### src/rtl/wtrig_pkg.sv
package wtrig_pkg;
   // Read-path source selected by the address decoder.
   typedef enum logic [2:0] {
      RD_NONE,
      RD_MAP,
      RD_ENABLE,
      RD_SECOND,
      RD_MISSED,
      RD_PEND
   } rd_sel_e;
endpackage

### src/rtl/wtrig_map.sv
// Per-channel map registers and trigger-word address comparators.
module wtrig_map #(
   parameter int NUM_CH    = 8,
   parameter int SLOT_W    = 9,
   parameter int WORD_W    = 3,
   parameter int ADDR_W    = 16,
   parameter int MAP_BASE  = 'h200,
   parameter int SLOT_BASE = 'h4000,
   localparam int MAP_W    = SLOT_W + WORD_W
) (
   input  logic                          clk,
   input  logic                          rst_n,
   input  logic                          wr,
   input  logic [ADDR_W-1:0]             addr,
   input  logic [MAP_W-1:0]              wfield,
   output logic [NUM_CH-1:0][MAP_W-1:0]  map_q,
   output logic [NUM_CH-1:0]             hit
);
   localparam int SH         = WORD_W + 2;
   localparam int REGION_END = SLOT_BASE + (1 << (SLOT_W + SH));

   if (SH + SLOT_W > ADDR_W) begin : g_bad_addr
      $error("slot region does not fit the address width");
   end
   if (REGION_END > (1 << ADDR_W)) begin : g_bad_region
      $error("slot region runs past the address space");
   end

   logic [ADDR_W-1:0] offs;
   logic              in_region;

   assign offs      = addr - ADDR_W'(SLOT_BASE);
   assign in_region = ({1'b0, addr} >= (ADDR_W+1)'(SLOT_BASE)) &&
                      ({1'b0, addr} <  (ADDR_W+1)'(REGION_END));

   wire unused_offs = ^{offs[1:0], offs[ADDR_W-1:SH+SLOT_W]};

   for (genvar c = 0; c < NUM_CH; c++) begin : g_ch
      always_ff @(posedge clk) begin
         if (!rst_n)
            map_q[c] <= '0;
         else if (wr && addr == ADDR_W'(MAP_BASE + 4*c))
            map_q[c] <= wfield;
      end

      assign hit[c] = wr && in_region && (|map_q[c]) &&
                      (offs[SH +: SLOT_W] == map_q[c][WORD_W +: SLOT_W]) &&
                      (offs[2 +: WORD_W]  == map_q[c][WORD_W-1:0]);
   end
endmodule

### src/rtl/wtrig_events.sv
// Enables, event flags, missed-event detection and request selection.
module wtrig_events #(
   parameter int NUM_CH = 8,
   localparam int CH_W  = $clog2(NUM_CH)
) (
   input  logic              clk,
   input  logic              rst_n,
   input  logic [NUM_CH-1:0] hit,
   input  logic [NUM_CH-1:0] en_set,
   input  logic [NUM_CH-1:0] en_clr,
   input  logic [NUM_CH-1:0] sec_clr,
   input  logic [NUM_CH-1:0] miss_clr,
   input  logic              req_ready,
   output logic [NUM_CH-1:0] en_q,
   output logic [NUM_CH-1:0] sec_q,
   output logic [NUM_CH-1:0] miss_q,
   output logic              req_valid,
   output logic [CH_W-1:0]   req_chan
);
   logic [NUM_CH-1:0] trig, acc, busy;

   // Lowest-numbered flagged channel is offered first.
   always_comb begin
      req_chan = '0;
      for (int i = NUM_CH - 1; i >= 0; i--)
         if (sec_q[i]) req_chan = CH_W'(i);
   end

   assign req_valid = |sec_q;
   assign acc       = (req_valid && req_ready) ? (NUM_CH'(1) << req_chan) : '0;
   assign trig      = hit & en_q;
   // Flag that survives this edge: a trigger on it is lost.
   assign busy      = sec_q & ~acc & ~sec_clr;

   always_ff @(posedge clk) begin
      if (!rst_n) begin
         en_q   <= '0;
         sec_q  <= '0;
         miss_q <= '0;
      end else begin
         en_q   <= (en_q | en_set) & ~en_clr;
         sec_q  <= busy | trig;
         miss_q <= (miss_q & ~miss_clr) | (trig & busy);
      end
   end
endmodule

### src/rtl/wtrig_pending.sv
// Completion-pending vector with per-word write-one-to-clear; set wins.
module wtrig_pending #(
   parameter int CODE_W   = 6,
   parameter int DATA_W   = 32,
   localparam int NBITS   = 1 << CODE_W,
   localparam int NWORDS  = NBITS / DATA_W
) (
   input  logic              clk,
   input  logic              rst_n,
   input  logic              set_valid,
   input  logic [CODE_W-1:0] set_code,
   input  logic [NWORDS-1:0] clr_we,
   input  logic [DATA_W-1:0] clr_data,
   output logic [NBITS-1:0]  pend_q
);
   if (NBITS % DATA_W != 0 || NWORDS < 1) begin : g_bad_split
      $error("pending vector must split into whole data words");
   end

   logic [NBITS-1:0] set_mask, clr_mask;

   assign set_mask = set_valid ? (NBITS'(1) << set_code) : '0;

   for (genvar w = 0; w < NWORDS; w++) begin : g_word
      assign clr_mask[w*DATA_W +: DATA_W] = clr_we[w] ? clr_data : '0;
   end

   always_ff @(posedge clk) begin
      if (!rst_n)
         pend_q <= '0;
      else
         pend_q <= (pend_q & ~clr_mask) | set_mask;
   end
endmodule

### src/rtl/wtrig_dma_front.sv
// Write-triggered DMA channel front end: decode, read path and glue.
module wtrig_dma_front
   import wtrig_pkg::*;
#(
   parameter int NUM_CH        = 8,
   parameter int SLOT_W        = 9,
   parameter int WORD_W        = 3,
   parameter int CODE_W        = 6,
   parameter int ADDR_W        = 16,
   parameter int DATA_W        = 32,
   parameter int MAP_BASE      = 'h200,
   parameter int SLOT_BASE     = 'h4000,
   parameter int EN_SET_ADDR   = 'h108C,
   parameter int EN_CLR_ADDR   = 'h1088,
   parameter int SEC_CLR_ADDR  = 'h1094,
   parameter int MISS_CLR_ADDR = 'h314,
   parameter int PEND_ADDR     = 'h1068,
   parameter int PEND_CLR_ADDR = 'h1070,
   localparam int CH_W         = $clog2(NUM_CH)
) (
   input  logic              clk,
   input  logic              rst_n,
   input  logic              bus_wr,
   input  logic [ADDR_W-1:0] bus_addr,
   input  logic [DATA_W-1:0] bus_wdata,
   output logic [DATA_W-1:0] bus_rdata,
   input  logic              cmpl_valid,
   input  logic [CODE_W-1:0] cmpl_code,
   input  logic              cmpl_int_en,
   output logic              req_valid,
   input  logic              req_ready,
   output logic [CH_W-1:0]   req_chan,
   output logic [SLOT_W-1:0] req_slot
);
   localparam int MAP_W      = SLOT_W + WORD_W;
   localparam int PEND_BITS  = 1 << CODE_W;
   localparam int PEND_WORDS = PEND_BITS / DATA_W;
   localparam int PW_W       = (PEND_WORDS > 1) ? $clog2(PEND_WORDS) : 1;
   localparam int IDX_W      = (CH_W > PW_W) ? CH_W : PW_W;

   if (NUM_CH < 2 || NUM_CH > DATA_W) begin : g_bad_ch
      $error("channel count must lie between 2 and the data width");
   end
   if (MAP_W + 2 > DATA_W) begin : g_bad_map
      $error("map fields do not fit a data word");
   end

   logic [NUM_CH-1:0][MAP_W-1:0]      map_field;
   logic [NUM_CH-1:0]                 hit, en_q, sec_q, miss_q;
   logic [NUM_CH-1:0]                 en_set_v, en_clr_v, sec_clr_v, miss_clr_v;
   logic [PEND_BITS-1:0]              pend_q;
   logic [PEND_WORDS-1:0][DATA_W-1:0] pend_words;
   logic [PEND_WORDS-1:0]             pclr_we;
   rd_sel_e                           rsel;
   logic [IDX_W-1:0]                  ridx;

   function automatic logic at(input int a);
      return bus_addr == ADDR_W'(a);
   endfunction

   // Write decode for the set/clear registers.
   assign en_set_v   = (bus_wr && at(EN_SET_ADDR))   ? bus_wdata[NUM_CH-1:0] : '0;
   assign en_clr_v   = (bus_wr && at(EN_CLR_ADDR))   ? bus_wdata[NUM_CH-1:0] : '0;
   assign sec_clr_v  = (bus_wr && at(SEC_CLR_ADDR))  ? bus_wdata[NUM_CH-1:0] : '0;
   assign miss_clr_v = (bus_wr && at(MISS_CLR_ADDR)) ? bus_wdata[NUM_CH-1:0] : '0;

   for (genvar w = 0; w < PEND_WORDS; w++) begin : g_pclr
      assign pclr_we[w] = bus_wr && at(PEND_CLR_ADDR + 4*w);
   end

   wtrig_map #(
      .NUM_CH(NUM_CH), .SLOT_W(SLOT_W), .WORD_W(WORD_W), .ADDR_W(ADDR_W),
      .MAP_BASE(MAP_BASE), .SLOT_BASE(SLOT_BASE)
   ) u_map (
      .clk(clk), .rst_n(rst_n), .wr(bus_wr), .addr(bus_addr),
      .wfield(bus_wdata[MAP_W+1:2]), .map_q(map_field), .hit(hit)
   );

   wtrig_events #(.NUM_CH(NUM_CH)) u_events (
      .clk(clk), .rst_n(rst_n), .hit(hit),
      .en_set(en_set_v), .en_clr(en_clr_v),
      .sec_clr(sec_clr_v), .miss_clr(miss_clr_v),
      .req_ready(req_ready), .en_q(en_q), .sec_q(sec_q), .miss_q(miss_q),
      .req_valid(req_valid), .req_chan(req_chan)
   );

   wtrig_pending #(.CODE_W(CODE_W), .DATA_W(DATA_W)) u_pend (
      .clk(clk), .rst_n(rst_n),
      .set_valid(cmpl_valid && cmpl_int_en), .set_code(cmpl_code),
      .clr_we(pclr_we), .clr_data(bus_wdata), .pend_q(pend_q)
   );

   assign req_slot   = map_field[req_chan][WORD_W +: SLOT_W];
   assign pend_words = pend_q;

   // Read decode.
   always_comb begin
      rsel = RD_NONE;
      ridx = '0;
      for (int c = 0; c < NUM_CH; c++)
         if (at(MAP_BASE + 4*c)) begin
            rsel = RD_MAP;
            ridx = IDX_W'(c);
         end
      if (at(EN_SET_ADDR) || at(EN_CLR_ADDR)) rsel = RD_ENABLE;
      if (at(SEC_CLR_ADDR))                   rsel = RD_SECOND;
      if (at(MISS_CLR_ADDR))                  rsel = RD_MISSED;
      for (int w = 0; w < PEND_WORDS; w++)
         if (at(PEND_ADDR + 4*w)) begin
            rsel = RD_PEND;
            ridx = IDX_W'(w);
         end
   end

   // Read mux.
   always_comb begin
      case (rsel)
         RD_MAP:    bus_rdata = DATA_W'({map_field[ridx[CH_W-1:0]], 2'b00});
         RD_ENABLE: bus_rdata = DATA_W'(en_q);
         RD_SECOND: bus_rdata = DATA_W'(sec_q);
         RD_MISSED: bus_rdata = DATA_W'(miss_q);
         RD_PEND:   bus_rdata = pend_words[ridx[PW_W-1:0]];
         default:   bus_rdata = '0;
      endcase
   end
endmodule

### config.mk
export PLATFORM = sky130hd
export DESIGN_NAME = wtrig_dma_front
export DESIGN_NICKNAME = d
export VERILOG_FILES = /design/src/rtl/wtrig_pkg.sv /design/src/rtl/wtrig_map.sv /design/src/rtl/wtrig_events.sv /design/src/rtl/wtrig_pending.sv /design/src/rtl/wtrig_dma_front.sv
export SDC_FILE = /design/constraint.sdc
export NUM_CORES = 1
export LEC_CHECK = 0
export ABC_AREA = 1
export BUFFER_PORTS_ARGS = -buffer_cell sky130_fd_sc_hd__buf_2
export CAP_MARGIN = 15
export CORE_UTILIZATION = 25
export DETAILED_ROUTE_END_ITERATION = 6
export PLACE_DENSITY = 0.46
export SKIP_LAST_GASP = 1
export SYNTH_ARGS = -nofsm -noshare
export SYNTH_HDL_FRONTEND = slang
export SYNTH_HIERARCHICAL = 1
export SYNTH_SLANG_ARGS = --single-unit
### constraint.sdc
create_clock -name clk -period 2.1 [get_ports clk]
set_input_delay 0.315 -clock clk [delete_from_list [all_inputs] [get_ports clk]]
set_output_delay 0.315 -clock clk [all_outputs]
set_load 0.01 [all_outputs]
# Yosys cells after proc, flatten, opt, wreduce, memory -nomap -nowiden
# Index checks and enable logic that the tools add are counted.
[word_totals]
ramBits = 0
out_inout_bits = 45
memories = 0
latchBits = 0
rom_bits = 0
reg_bits = 184
in_bits = 60
elab_cells = 170
[op_classes]
bitwise = 16
multipliers = 0
n_reduce_logical = 52
shifts = 2
magnitude_cmp = 5
n_mux = 45
div_mod_pow = 0
eq_ne = 37
n_addsub = 1
[op_table]
columns = ["operator", "n"]
rows = [
  ["$pmux W32 S5", 1],
  ["$eq A16 B10 Y1 const B", 9],
  ["$mux W32", 4],
  ["$eq A16 B13 Y1 const B", 7],
  ["$reduce_or A12 Y1", 8],
  ["$mux W3", 28],
  ["$bmux W12 S3", 2],
  ["$eq A9 B9 Y1", 8],
  ["$and A64 B64 Y64", 1],
  ["$mux W64", 1],
  ["$not A64 Y64", 1],
  ["$or A64 B64 Y64", 1],
  ["$shl A1 B6 Y64 const A", 1],
  ["$and A8 B8 Y8", 6],
  ["$logic_and A1 B1 Y1", 42],
  ["$mux W8", 5],
  ["$not A8 Y8", 4],
  ["$eq A3 B3 Y1", 8],
  ["$mux W12", 2],
  ["$or A8 B8 Y8", 3],
  ["$ge A16 B15 Y1 const B", 1],
  ["$lt A16 B16 Y1 const B", 1],
  ["$sub A14 B1 Y14 const B", 1],
  ["$lt A3 B4 Y1 const B", 2],
  ["8 further kinds", 11],
]

# Logic depth before layout (Yosys ltp)
[depth]
word_depth = 16
mapped_depth = 15
depth_no_buf = 13

# Hierarchy
# Netlist, hierarchy kept.
[by_module_without_submodules]
columns = ["mod", "cells_per_inst", "seq_area_each_um2", "area_each_um2", "instances"]
rows = [
  ["wtrig_map", 993, 1921.8, 6216.0, 1],
  ["wtrig_dma_front", 667, 0.0, 3051.7, 1],
  ["wtrig_pending", 355, 1281.2, 2821.5, 1],
  ["wtrig_events", 152, 480.5, 1109.8, 1],
]

# Worst setup path after synthesis
# OpenSTA, ideal clock, no wires.
[synth_path]
kind = "register -> output"
startpoint = "reg u_events.sec_q[6]"
endpoint = "out req_slot[0]"
n_path_buf = 2
t_arrival_ns = 1.988
t_required_ns = 1.785
setup_slack_ns = -0.203
path_stages_with_launch = 16
path_cell_list = "dfxtp_1 > inv_1 > nand2_1 > nand2_1 > nand2_1 > nand2_1 > nand2_2 > nand2_4 > nand2_4 > inv_1 > buf_2 > clkinv_1 > clkbuf_1 > a21oi_1 > o21ai_0 > a31oi_1"
[synth_via]
elab_chain_len = 9
[synth_lines]
columns = ["element", "line_no", "text"]
rows = [
  ["start: declaration", "wtrig_events.sv:15", "output logic [NUM_CH-1:0] sec_q,"],
  ["start signal: assignment", "wtrig_events.sv:42", "sec_q <= busy | trig;"],
  ["$mux W3 (7 in series)", "wtrig_events.sv:26", "if (sec_q[i]) req_chan = CH_W'(i);"],
  ["named net req_chan[0]", "wtrig_dma_front.sv:32", "output logic [CH_W-1:0] req_chan,"],
  ["$bmux W12 S3", "wtrig_dma_front.sv:93", "assign req_slot = map_field[req_chan][WORD_W +: SLOT_W];"],
  ["$mux W12 (not written as such)", "wtrig_dma_front.sv:93", ""],
  ["end: declaration", "wtrig_dma_front.sv:33", "output logic [SLOT_W-1:0] req_slot"],
]
# The timed path passes the listed nets, and every way through them passes these cells. The select of a mux whose other input is x is not followed.

# Worst setup path in the final report
[layout_path]
startpoint = "reg u_events.sec_q[6]"
endpoint = "out req_slot[7]"
[layout_via]
elab_chain_len = 9
[layout_lines]
columns = ["element", "line_no"]
rows = [
  ["$mux W3 (7 in series)", "wtrig_events.sv:26"],
  ["$bmux W12 S3", "wtrig_dma_front.sv:93"],
  ["$mux W12 (not written as such)", "wtrig_dma_front.sv:93"],
]
# Every way passes these cells. The select of a mux whose other input is x is not followed.

==> impl_results.md <==
- Status: complete, but fails checks
- Failing checks: negative setup slack
- Final RePlAce weighted congestion: 0.987
- DP HPWL: 46400 um
- I/O pin count: 105
- Min cycle time layout: 2.82 ns
- Compound-gate portion of the synthesized area: 15.5%
- Mapped Area: 13200 um^2
- Largest net degree at the start of global routing: 67
- Async set-reset flop share out of synthesis: 0%
- PwrDens: 422 nW/um^2
- Pre-Repair DR Iteration Count: 6
- Hold Worst Slack: 0.138 ns
- R2R Setup Slk: 0.06 ns
- Via-per-instance ratio: 5.02
- Number of synthesized register bits: 184
- Leakage: 0.00780 uW
- Clock Root Buffer: clkbuf_16
- Worst Path Arrival: 2.50 ns
- Critical-path maximum fanout: 8
- Initial antenna violation count: 1
- Global Route Usage Sum: 24.0%
- Rows: 83
- GRT overflow: 0
- Crit end category: primary output
- Final Hold Fails: 0
- Worst-margin pin slew: 0.872 ns
- Worst setup SP type: flop
- Die height: 232 um
- DR vias: 15600
- Port Buffers: 104
- First-pass GRT wire length: 94700 um
- Inserted Clock Buffers: 17
- Share of the yosys chip area belonging to registers: 27.9%
- Final setup vio count: 43
- Area growth syn-to-layout: 40.7%
- Drt drc: 0
- Crit share post-route: 134%
- RSZ-0062 raised after global routing: true
- Most common cell after layout, fill and taps aside: nand2_1
- Clock Latency Late Sink: 0.51 ns
- Reg2Reg Depth: 13
- Main combinational cell family by area after synthesis: simple AND/OR/NAND/NOR gates
- Die width: 232 um
- Synth cell types: 41
- Xor/xnor share of the synthesized area: 2.46%
- Syn Nets: 2227
- Area of the die: 53700 um^2
- CP Class: flop to primary output
- Share of layout cells above drive strength 1: 28.5%
- Main synth FF type: dfxtp_1
- Final Max Tran Viols: 0
- Routed Antenna Nets: 0
- Fin nets: 2470
- Initial core utilization: 25.5%
- Htree depth: 4
- CP required: 1.78 ns
- Clock Skews: 0.0143 ns
- Reg clk slew, reported paths: 0.09 ns
- N_diodes: 0
- Reg2reg end: u_events/miss_q[1]
- Simple-gate share of the synthesized area: 39.6%
- Slew Limit Headroom: 41.8%
- R2R Path Start: u_events/sec_q[6]
- Synth Area in Adders: 0%
- CTS Sinks: 184
- Vias in the first global route: 14700
- Mean area per synthesized cell: 6.09 um^2
- Core Area: 51700 um^2
- Syn Inst Count: 2167
- Worst VDD drop: 572 uV
- Hold path endpoint: u_pend/pend_q[28]
- HP Class: input pin to flop
- Initial drt markers: 1523
- Mux contribution to synthesized area: 0%
- WHS Path Cells: 4
- Setup TNS: -12.04 ns
- CTS tree: yes
- FMAX: 355 MHz
- Final setup margin: -0.716 ns
- Commonest non-fill, non-tap cells in the layout: 347 x nand2_1, 320 x nor2_1, 253 x inv_1
- Yosys warnings: 6
- Hold Crit Start: bus_wdata[28]
- Post-synth EDFFs: 0
- Max_cap viols: 0
- Final wirelength: 64900 um
- Routed length per instance: 20.9 um
- CTS max path bufs: 2
worst max-delay path, cell delays in order, from the launching register on:
cell and delay [ns]:
dfxtp_2 0.34, inv_2 0.04, nand2_2 0.05, nand2_2 0.06, nand2_2 0.09, nand2_2 0.06
nand2_2 0.09, nand2_4 0.08, nand2_8 0.11, clkinv_16 0.09, buf_16 0.17, nand2_2 0.06
o21ai_1 0.09, a221oi_2 0.26, a31oi_1 0.08, buf_4 0.18, buf_6 0.12
per-stage QoR:
| stage | utilization [%] | total power, uW | instance area [um^2] | worst slack [ns] | cells |
|---|---|---|---|---|---|
| after floorplan | - | 3990 | 13200 | 0.0210 | 2167 |
| after global placement | 30.2 | 4320 | 15600 | -0.495 | 3022 |
| after detailed placement | 30.2 | 4320 | 15600 | -0.472 | 3022 |
| after CTS | 34.4 | 7930 | 17800 | -0.766 | 3089 |
| after global routing | 35.9 | 8120 | 18600 | -0.834 | 3103 |
| final | 35.9 | 7840 | 18600 | -0.716 | 3103 |
area by class of cell:
class	count	area, um^2
clock buffers	18	429
multi-input cells	1571	8700
clock inverters	14	180
inverters	282	1120
fillers	5613	33100
repair buffers	354	3600
well taps	680	851
flip-flops and latches	184	3690
metal layers:
layer | GRT usage [%] | wire length, um
met4 | 11.1 | 2670
met1 | 32.5 | 29000
met2 | 36.4 | 28800
met3 | 4.49 | 4370
met5 | 0 | 0
cells in the mapped netlist, types with 7 or more instances:
cell type,number,area [um^2]
a221oi_1,9,78.8
o21ai_0,132,661
inv_2,14,52.6
nand3_2,7,70.1
or2_2,12,75.1
xnor2_1,16,140
xor2_1,21,184
buf_1,12,45.0
nand4_1,51,319
buf_4,27,203
dfxtp_1,184,3680
buf_6,30,338
nand2_1,391,1470
clkbuf_1,32,120
a21boi_0,16,120
a21oi_1,199,996
a31oi_1,9,56.3
buf_2,26,130
inv_1,261,980
nand3_1,287,1440
nor3_1,12,60.1
nor2_1,340,1280
nand2_2,8,50.1
nor2_4,24,270
what timing repair did:
item,CTS,global route
pin swaps,73,111
resized for setup,266,178
gates cloned,18,2
hold buffers,0,0
setup buffers,20,19
setup endpoints to repair,44,44
worst max-delay path by stage:
stage	from	end	slack (ns)	cells past startpoint
after floorplan	u_events/sec_q[6]	req_slot[0]	0.02	15
after global placement	u_events/sec_q[6]	req_slot[0]	-0.50	16
after detailed placement	u_events/sec_q[6]	req_slot[4]	-0.47	16
after CTS	u_events/sec_q[6]	req_slot[4]	-0.77	16
after global routing	u_events/sec_q[6]	req_slot[8]	-0.83	16
final	u_events/sec_q[6]	req_slot[7]	-0.72	16
sequential cells by signal, summed over array words and instances (netlist names):
| register | count |
|---|---|
| u_events/miss_q | 8 |
| u_events/en_q | 8 |
| u_events/sec_q | 8 |
| u_map/map_q | 96 |
| u_pend/pend_q | 64 |
cell families after synthesis:
kind of cell,Yosys count
simple gates,1151
compound gates,383
buf+inv,412
xor+xnor,37
flops,184
power by group:
| group | total [uW] | switching [uW] | internal (uW) | leakage, uW |
|---|---|---|---|---|
| Clock | 3550 | 1750 | 1810 | 0.000293 |
| Sequential | 3490 | 3.05 | 3490 | 0.00148 |
| Combinational | 796 | 561 | 236 | 0.00602 |
(Power assumes the default switching activity.)
